## src/rtl/chan_or_pkg.sv

```systemverilog
package chan_or_pkg;
  localparam int NUM_GROUPS = 6;
  localparam int GROUP_W    = 32;
  localparam int ADDR_W     = 8;
  localparam int DATA_W     = 32;
  localparam int LEN_W      = 8;
  localparam int LEN_LSB    = 8;
  localparam logic [ADDR_W-1:0] MASK_BASE = 8'h60;
  localparam logic [ADDR_W-1:0] LEN_ADDR  = 8'h78;

  // byte address of the enable mask for a group
  function automatic logic [ADDR_W-1:0] mask_addr(input int g);
    return MASK_BASE + ADDR_W'(4 * g);
  endfunction

  // programmed width converted to a cycle count (zero means one cycle)
  function automatic logic [LEN_W-1:0] eff_len(input logic [LEN_W-1:0] w);
    return (w == '0) ? LEN_W'(1) : w;
  endfunction
endpackage

```

## src/rtl/chan_or_regs.sv

```systemverilog
module chan_or_regs
  import chan_or_pkg::*;
(
  input  logic                             clk,
  input  logic                             rst_n,
  input  logic                             wr_en,
  input  logic [ADDR_W-1:0]                wr_addr,
  input  logic [DATA_W-1:0]                wr_data,
  output logic [NUM_GROUPS-1:0][GROUP_W-1:0] masks,
  output logic [LEN_W-1:0]                 len_field
);
  logic [NUM_GROUPS-1:0] mask_hit;
  logic                  len_hit;
  logic                  any_hit;

  assign len_hit = wr_en && (wr_addr == LEN_ADDR);
  assign any_hit = len_hit || (|mask_hit);

  for (genvar g = 0; g < NUM_GROUPS; g++) begin : g_mask
    assign mask_hit[g] = wr_en && (wr_addr == mask_addr(g));

    always_ff @(posedge clk) begin
      if (!rst_n)           masks[g] <= '0;
      else if (mask_hit[g]) masks[g] <= wr_data[GROUP_W-1:0];
    end

    p_mask_write_r4: assert property (@(posedge clk) disable iff (!rst_n)
      (wr_en && wr_addr == mask_addr(g)) |=> masks[g] == $past(wr_data[GROUP_W-1:0]));
  end

  always_ff @(posedge clk) begin
    if (!rst_n)       len_field <= '0;
    else if (len_hit) len_field <= wr_data[LEN_LSB +: LEN_W];
  end

  p_stray_write_r9: assert property (@(posedge clk) disable iff (!rst_n)
    (wr_en && !any_hit) |=> ($stable(masks) && $stable(len_field)));
endmodule

```

## src/rtl/chan_or_group.sv

```systemverilog
module chan_or_group
  import chan_or_pkg::*;
(
  input  logic               clk,
  input  logic               rst_n,
  input  logic [GROUP_W-1:0] chans,
  input  logic [GROUP_W-1:0] enable,
  output logic               pulse
);
  logic [GROUP_W-1:0] meta_q, sync_q, hist_q;
  logic [GROUP_W-1:0] rise;
  logic               rise_any;

  always_ff @(posedge clk) begin
    if (!rst_n) begin
      meta_q <= '0;
      sync_q <= '0;
      hist_q <= '0;
    end else begin
      meta_q <= chans;
      sync_q <= meta_q;
      hist_q <= sync_q;
    end
  end

  assign rise     = sync_q & ~hist_q & enable;
  assign rise_any = |rise;

  always_ff @(posedge clk) begin
    if (!rst_n) pulse <= 1'b0;
    else        pulse <= rise_any;
  end

  p_one_cycle_r3: assert property (@(posedge clk) disable iff (!rst_n)
    pulse |=> !pulse);
  p_masked_quiet_r4: assert property (@(posedge clk) disable iff (!rst_n)
    ($past(enable) == '0) |-> !pulse);
  p_level_quiet_r2: assert property (@(posedge clk) disable iff (!rst_n)
    ($past(sync_q) == $past(hist_q)) |-> !pulse);
endmodule

```

## src/rtl/chan_or_stretch.sv

```systemverilog
module chan_or_stretch
  import chan_or_pkg::*;
(
  input  logic             clk,
  input  logic             rst_n,
  input  logic             trig,
  input  logic [LEN_W-1:0] len_field,
  input  logic             gen_in,
  output logic             comb_q,
  output logic             final_q
);
  logic [LEN_W-1:0] cnt_q;
  logic             gen_meta, gen_sync;
  logic             cnt_live;

  assign cnt_live = (cnt_q != '0);

  always_ff @(posedge clk) begin
    if (!rst_n) begin
      cnt_q  <= '0;
      comb_q <= 1'b0;
    end else if (trig) begin
      cnt_q  <= eff_len(len_field) - LEN_W'(1);
      comb_q <= 1'b1;
    end else if (cnt_live) begin
      cnt_q  <= cnt_q - LEN_W'(1);
    end else begin
      comb_q <= 1'b0;
    end
  end

  always_ff @(posedge clk) begin
    if (!rst_n) begin
      gen_meta <= 1'b0;
      gen_sync <= 1'b0;
      final_q  <= 1'b0;
    end else begin
      gen_meta <= gen_in;
      gen_sync <= gen_meta;
      final_q  <= comb_q | gen_sync;
    end
  end

  p_start_r5: assert property (@(posedge clk) disable iff (!rst_n)
    trig |=> comb_q);
  p_hold_r7: assert property (@(posedge clk) disable iff (!rst_n)
    (comb_q && cnt_live) |=> comb_q);
  p_final_follow_r8: assert property (@(posedge clk) disable iff (!rst_n)
    comb_q |=> final_q);
  p_final_source_r8: assert property (@(posedge clk) disable iff (!rst_n)
    final_q |-> ($past(comb_q) || $past(gen_sync)));
endmodule

```

## src/rtl/chan_or_trigger.sv

```systemverilog
module chan_or_trigger
  import chan_or_pkg::*;
(
  input  logic                             clk,
  input  logic                             rst_n,
  input  logic [NUM_GROUPS*GROUP_W-1:0]    chan_in,
  input  logic                             gen_in,
  input  logic                             wr_en,
  input  logic [ADDR_W-1:0]                wr_addr,
  input  logic [DATA_W-1:0]                wr_data,
  output logic [NUM_GROUPS-1:0]            grp_pulse,
  output logic                             comb_pulse,
  output logic                             final_pulse
);
  logic [NUM_GROUPS-1:0][GROUP_W-1:0] masks;
  logic [LEN_W-1:0]                   len_field;
  logic                               grp_any;

  chan_or_regs u_regs (
    .clk(clk), .rst_n(rst_n), .wr_en(wr_en), .wr_addr(wr_addr),
    .wr_data(wr_data), .masks(masks), .len_field(len_field)
  );

  for (genvar g = 0; g < NUM_GROUPS; g++) begin : g_grp
    chan_or_group u_grp (
      .clk(clk), .rst_n(rst_n),
      .chans(chan_in[g*GROUP_W +: GROUP_W]),
      .enable(masks[g]),
      .pulse(grp_pulse[g])
    );
  end

  assign grp_any = |grp_pulse;

  chan_or_stretch u_stretch (
    .clk(clk), .rst_n(rst_n), .trig(grp_any), .len_field(len_field),
    .gen_in(gen_in), .comb_q(comb_pulse), .final_q(final_pulse)
  );

  p_comb_after_group_r5: assert property (@(posedge clk) disable iff (!rst_n)
    $rose(comb_pulse) |-> $past(grp_any));
endmodule

```

## config.mk

```make
export PLATFORM = sky130hd
export DESIGN_NAME = chan_or_trigger
export DESIGN_NICKNAME = d
export VERILOG_FILES = /design/src/rtl/chan_or_pkg.sv /design/src/rtl/chan_or_regs.sv /design/src/rtl/chan_or_group.sv /design/src/rtl/chan_or_stretch.sv /design/src/rtl/chan_or_trigger.sv
export SDC_FILE = /design/constraint.sdc
export NUM_CORES = 1
export LEC_CHECK = 0
export ABC_AREA = 0
export BUFFER_PORTS_ARGS = -buffer_cell sky130_fd_sc_hd__buf_4
export CAP_MARGIN = 20
export CORE_UTILIZATION = 45
export CTS_CLUSTER_SIZE = 28
export DETAILED_ROUTE_END_ITERATION = 7
export MAX_ROUTING_LAYER = met4
export PLACE_DENSITY_LB_ADDON = 0.05
export SYNTH_ARGS = -nofsm -noshare
export SYNTH_HDL_FRONTEND = slang
export SYNTH_HIERARCHICAL = 1
export SYNTH_SLANG_ARGS = --single-unit
```

## constraint.sdc

```tcl
create_clock -name clk -period 2.2 [get_ports clk]
set_clock_uncertainty 0.2 [all_clocks]
set_input_delay 0.33 -clock clk [delete_from_list [all_inputs] [get_ports clk]]
set_output_delay 0.33 -clock clk [all_outputs]
set_load 0.01 [all_outputs]
```

==> flow_summary.html <==
<table>
<tr><th>Metric</th><th>Value</th></tr>
<tr><th colspan="2">Logic synthesis</th></tr>
<tr><td>Synth Net Count</td><td>2555</td></tr>
<tr><td>Top post-synthesis cells by area</td><td>dfxtp_1, and2_1, mux2i_1</td></tr>
<tr><td>Number of flops mapped to enable cells by yosys</td><td>0</td></tr>
<tr><td>Library cell with the highest instance count after synthesis</td><td>dfxtp_1</td></tr>
<tr><td>Post-synthesis async set-or-reset flop share</td><td>0</td></tr>
<tr><td>Sequential-to-total area share from yosys stat</td><td>0.635</td></tr>
<tr><td>Average instance area after synthesis</td><td>roughly 11 um^2</td></tr>
<tr><td>Syn. warnings</td><td>6</td></tr>
<tr><td>Synth unique cells</td><td>42</td></tr>
<tr><td>Gate count after technology mapping</td><td>~2300</td></tr>
<tr><td>Leading post-synthesis cells by instance count</td><td>dfxtp_1, and2_1, nand2_1, mux2i_1, o22ai_1</td></tr>
<tr><td>Share of Yosys cell area claimed by the top area cell type</td><td>0.635</td></tr>
<tr><td>Most instantiated flip-flop cell in the synthesis netlist</td><td>dfxtp_1</td></tr>
<tr><td>Post-synthesis register bit count</td><td>roughly 800</td></tr>
<tr><td>Post-synthesis cell area</td><td>around 25000 um^2</td></tr>
<tr><td>Cell accounting for the most synthesized area</td><td>dfxtp_1</td></tr>
<tr><th colspan="2">Cells and area</th></tr>
<tr><td>Fraction of layout cells with a size suffix above 1</td><td>0.165</td></tr>
<tr><td>Signed area change from the synthesized netlist to the final layout</td><td>32.3%</td></tr>
<tr><td>Layout Nets</td><td>between 3000 and 4000</td></tr>
<tr><td>Fillers</td><td>between 4000 and 5000</td></tr>
<tr><th colspan="2">Setup path</th></tr>
<tr><td>Critical path data required time</td><td>between 2 and 3 ns</td></tr>
<tr><td>Reg2reg path depth</td><td>7</td></tr>
<tr><td>Kind of launch point of the worst setup path</td><td>flop</td></tr>
<tr><td>Path length in cells of the critical path</td><td>7</td></tr>
<tr><td>Slowest stage cell, crit path</td><td>dfxtp_2</td></tr>
<tr><td>CP max FO</td><td>3</td></tr>
<tr><td>Category of cells accounting for the largest share of critical-path delay</td><td>simple AND/OR/NAND/NOR gates</td></tr>
<tr><td>CP Data Arrival Time</td><td>2.47 ns</td></tr>
<tr><td>Nature of the critical path endpoint</td><td>flop</td></tr>
<tr><td>Longest individual stage delay on the worst path</td><td>between 0.3 and 0.4 ns</td></tr>
<tr><td>WP buf/inv</td><td>1</td></tr>
<tr><td>Critical Path, Cell by Cell</td><td>nor4_4 &gt; nand2_2 &gt; mux2_4 &gt; buf_4 &gt; a31o_4 &gt; o31a_1 &gt; nor3_2</td></tr>
<tr><td>RR Startpoint</td><td>g_grp[5].u_grp/pulse</td></tr>
<tr><td>Critical register-to-register path endpoint</td><td>u_stretch/cnt_q[5]</td></tr>
<tr><td>Worst setup slack for register-to-register paths</td><td>0.08 ns</td></tr>
<tr><td>Critical path type</td><td>flop to flop</td></tr>
<tr><th colspan="2">Clock network</th></tr>
<tr><td>Clock transition at the registers of the reported paths</td><td>0.06 ns</td></tr>
<tr><td>Insertion delay of the later-clocked pin in the worst-skew pair</td><td>0.62 ns</td></tr>
<tr><td>CTS Sinks</td><td>794</td></tr>
<tr><td>Clock Path Buffers</td><td>3</td></tr>
<tr><td>Root buffer cell</td><td>clkbuf_16</td></tr>
<tr><td>Clock buffer count from CTS</td><td>between 70 and 80</td></tr>
<tr><td>H-tree depth reported by CTS</td><td>3</td></tr>
<tr><td>CTS tree</td><td>yes</td></tr>
<tr><th colspan="2">Timing</th></tr>
<tr><td>Hold Slack</td><td>around 0.036 ns</td></tr>
<tr><td>Final critical-path required period</td><td>approximately 2.1 ns</td></tr>
<tr><td>Total negative setup slack</td><td>0 ns</td></tr>
<tr><td>Fin crit share</td><td>0.965</td></tr>
<tr><td>Slew @ Worst Pin</td><td>~0.47 ns</td></tr>
<tr><td>RSZ-0062 raised after global routing</td><td>true</td></tr>
<tr><td>Highest Clock Rate</td><td>0.471 GHz</td></tr>
<tr><td>Tightest slew margin relative to the limit</td><td>0.684</td></tr>
<tr><td>Number of slew-limit violations in the final report</td><td>0</td></tr>
<tr><td>Final count of negative-setup-slack endpoints</td><td>0</td></tr>
<tr><td>Fin. Hold Viols</td><td>0</td></tr>
<tr><th colspan="2">Power and ir drop</th></tr>
<tr><td>Static leakage power</td><td>13.8 nW</td></tr>
<tr><td>Total power per unit cell area</td><td>between 900 and 1000 nW/um^2</td></tr>
<tr><td>Largest voltage drop on the vdd net</td><td>0.000596 V</td></tr>
<tr><th colspan="2">Detailed routing</th></tr>
<tr><td>Remaining DRCs</td><td>0</td></tr>
<tr><td>Final WL</td><td>roughly 62000 um</td></tr>
<tr><td>First DRT Iteration DRCs</td><td>744</td></tr>
<tr><td>Drt via density</td><td>about 4.6</td></tr>
<tr><td>Total iterations of the first detailed-routing run</td><td>5</td></tr>
<tr><td>Post-DR wirelength/cell</td><td>roughly 17 um</td></tr>
<tr><td>Number of antenna-violating nets in the routed design</td><td>0</td></tr>
<tr><td>Via total after detailed routing</td><td>~17000</td></tr>
<tr><th colspan="2">Min path</th></tr>
<tr><td>Path class of the lowest-slack min-delay path</td><td>input pin to flop</td></tr>
<tr><td>Launch point of the worst hold path</td><td>wr_data[28]</td></tr>
<tr><td>Worst Hold Path Cells</td><td>4</td></tr>
<tr><td>Hold EP</td><td>u_regs/masks[156]</td></tr>
<tr><th colspan="2">Run</th></tr>
<tr><td>Max Cap Violations</td><td>0</td></tr>
<tr><th colspan="2">Placement</th></tr>
<tr><td>Final estimated routing congestion in global placement</td><td>~0.8</td></tr>
<tr><td>Half-perimeter wire length of the detailed placement result</td><td>39200 um</td></tr>
<tr><td>Count of port buffers added during placement</td><td>between 200 and 250</td></tr>
<tr><th colspan="2">GRT</th></tr>
<tr><td>Number of global-route vias before repair</td><td>approximately 17000</td></tr>
<tr><td>Total Routing Usage GR</td><td>0.228</td></tr>
<tr><td>Global route total overflow</td><td>0</td></tr>
<tr><td>Global-route wire length before repair</td><td>between 90000 and 100000 um</td></tr>
<tr><td>Maximum number of pins on one net before global-route repair</td><td>about 100</td></tr>
<tr><td>Initial antenna violation count</td><td>2</td></tr>
<tr><th colspan="2">Floorplanning</th></tr>
<tr><td>Horizontal die dimension</td><td>between 200 and 250 um</td></tr>
<tr><td>Area inside the core boundary</td><td>55000 um^2</td></tr>
<tr><td>Area enclosed by the die boundary</td><td>56600 um^2</td></tr>
<tr><td>Number of top-level pins</td><td>about 240</td></tr>
<tr><td>Y dimension of the die</td><td>approximately 240 um</td></tr>
<tr><td>Number of rows created at floorplan</td><td>between 80 and 90</td></tr>
<tr><td>Starting density of the core</td><td>0.455</td></tr>
<tr><th colspan="2">Run status</th></tr>
<tr><td>Outcome</td><td>finished, final reports clean</td></tr>
</table>
==> kinds of logic after synthesis <==
family,after synthesis,share of synthesized area
simple gates,1087,0.229
compound gates,115,0.0295
buf+inv,112,0.0224
xor+xnor,2,0.000700
flops,794,0.635
fa+ha+maj,1,0.000500
mux,207,0.0831
==> worst register-to-register path, delay by kind of cell (launching register included) <==
kind            cells  cell delay, ns
compound gates      2            0.52
buf+inv             1            0.14
flops               1            0.34
mux                 1            0.32
simple gates        3            0.53
==> routing by layer <==
| metal | routed length, um | track usage | vias to the layer above |
|---|---|---|---|
| li1 | - | - | 8533 |
| met4 | 1840 | 0.0790 | 0 |
| met1 | 28900 | 0.294 | 7895 |
| met3 | 2370 | 0.0393 | 107 |
| met2 | 28700 | 0.360 | 302 |
| met5 | 0 | - | - |
==> power breakdown <==
| part | switching [W] | internal (W) | total, W |
|---|---|---|---|
| Sequential | 0.000203 | 0.0149 | 0.0151 |
| Combinational | 0.000859 | 0.00110 | 0.00195 |
| Clock | 0.00545 | 0.00799 | 0.0134 |
==> layout by cell type, fill, tap and decap left out, types with 20 or more instances in the layout <==
cell type      Yosys  routed
dfxtp_1          794     792
nand2_1          432     431
and2_1           572     572
o22ai_1           96      96
dlygate4sd3_1      0     240
buf_4              7     301
nor2_1            24      24
mux2i_1          205     205
clkbuf_16          0      82
clkbuf_8           0      20
==> through the flow <==
stage	std cells	setup slack, ns	power [W]	area (um^2)	util
6_report	3655	0.0777	0.0304	33100	0.602
3_5_place_dp	3270	-0.105	0.0169	28000	0.509
5_1_grt	3655	-0.0211	0.0316	33100	0.602
2_1_floorplan	2318	0.0624	0.0161	25000	-
3_3_place_gp	3270	-0.0294	0.0169	28000	0.509
4_1_cts	3654	0.00467	0.0308	33100	0.601
==> state kept, by name, summed over array words and instances (netlist names), 6 cells and up <==
register,flops
g_grp.u_grp/hist_q,192
g_grp.u_grp/meta_q,192
g_grp.u_grp/sync_q,192
u_regs/masks,192
u_regs/len_field,8
u_stretch/cnt_q,8
g_grp.u_grp/pulse,6
==> what timing repair did <==
| action | in CTS | in global routing |
|---|---|---|
| hold buffers | 240 | 0 |
| buffers inserted | 2 | 0 |
| endpoints found under the setup margin | 1 | 9 |
| gates resized for setup | 6 | 7 |
| hold endpoints to repair | 287 | 0 |
| pin swaps | 3 | 6 |
==> worst max path at each step <==
stage,end,slack [ns],start
after global placement,u_stretch/cnt_q[6],-0.03,g_grp[5].u_grp/pulse
final,u_stretch/cnt_q[5],0.08,g_grp[5].u_grp/pulse
after detailed placement,u_stretch/cnt_q[6],-0.11,g_grp[5].u_grp/pulse
after floorplan,u_stretch/cnt_q[6],0.06,g_grp[5].u_grp/pulse
after CTS,u_stretch/cnt_q[6],0.005,g_grp[2].u_grp/pulse
after global routing,u_stretch/cnt_q[6],-0.02,g_grp[5].u_grp/pulse
==> cell type report <==
class,instances,area (um^2),area share
Multi-Input combinational cell,1412,8660,0.262
Tap cell,748,936,0.0283
Clock buffer,117,2380,0.0720
Timing Repair Buffer,556,4960,0.150
Inverter,2,7.51,0.000227
Clock inverter,25,262,0.00790
Sequential cell,794,15900,0.480
Antenna cell,1,2.50,0.0000756
Note: power is estimated with default switching activity, not from simulation.
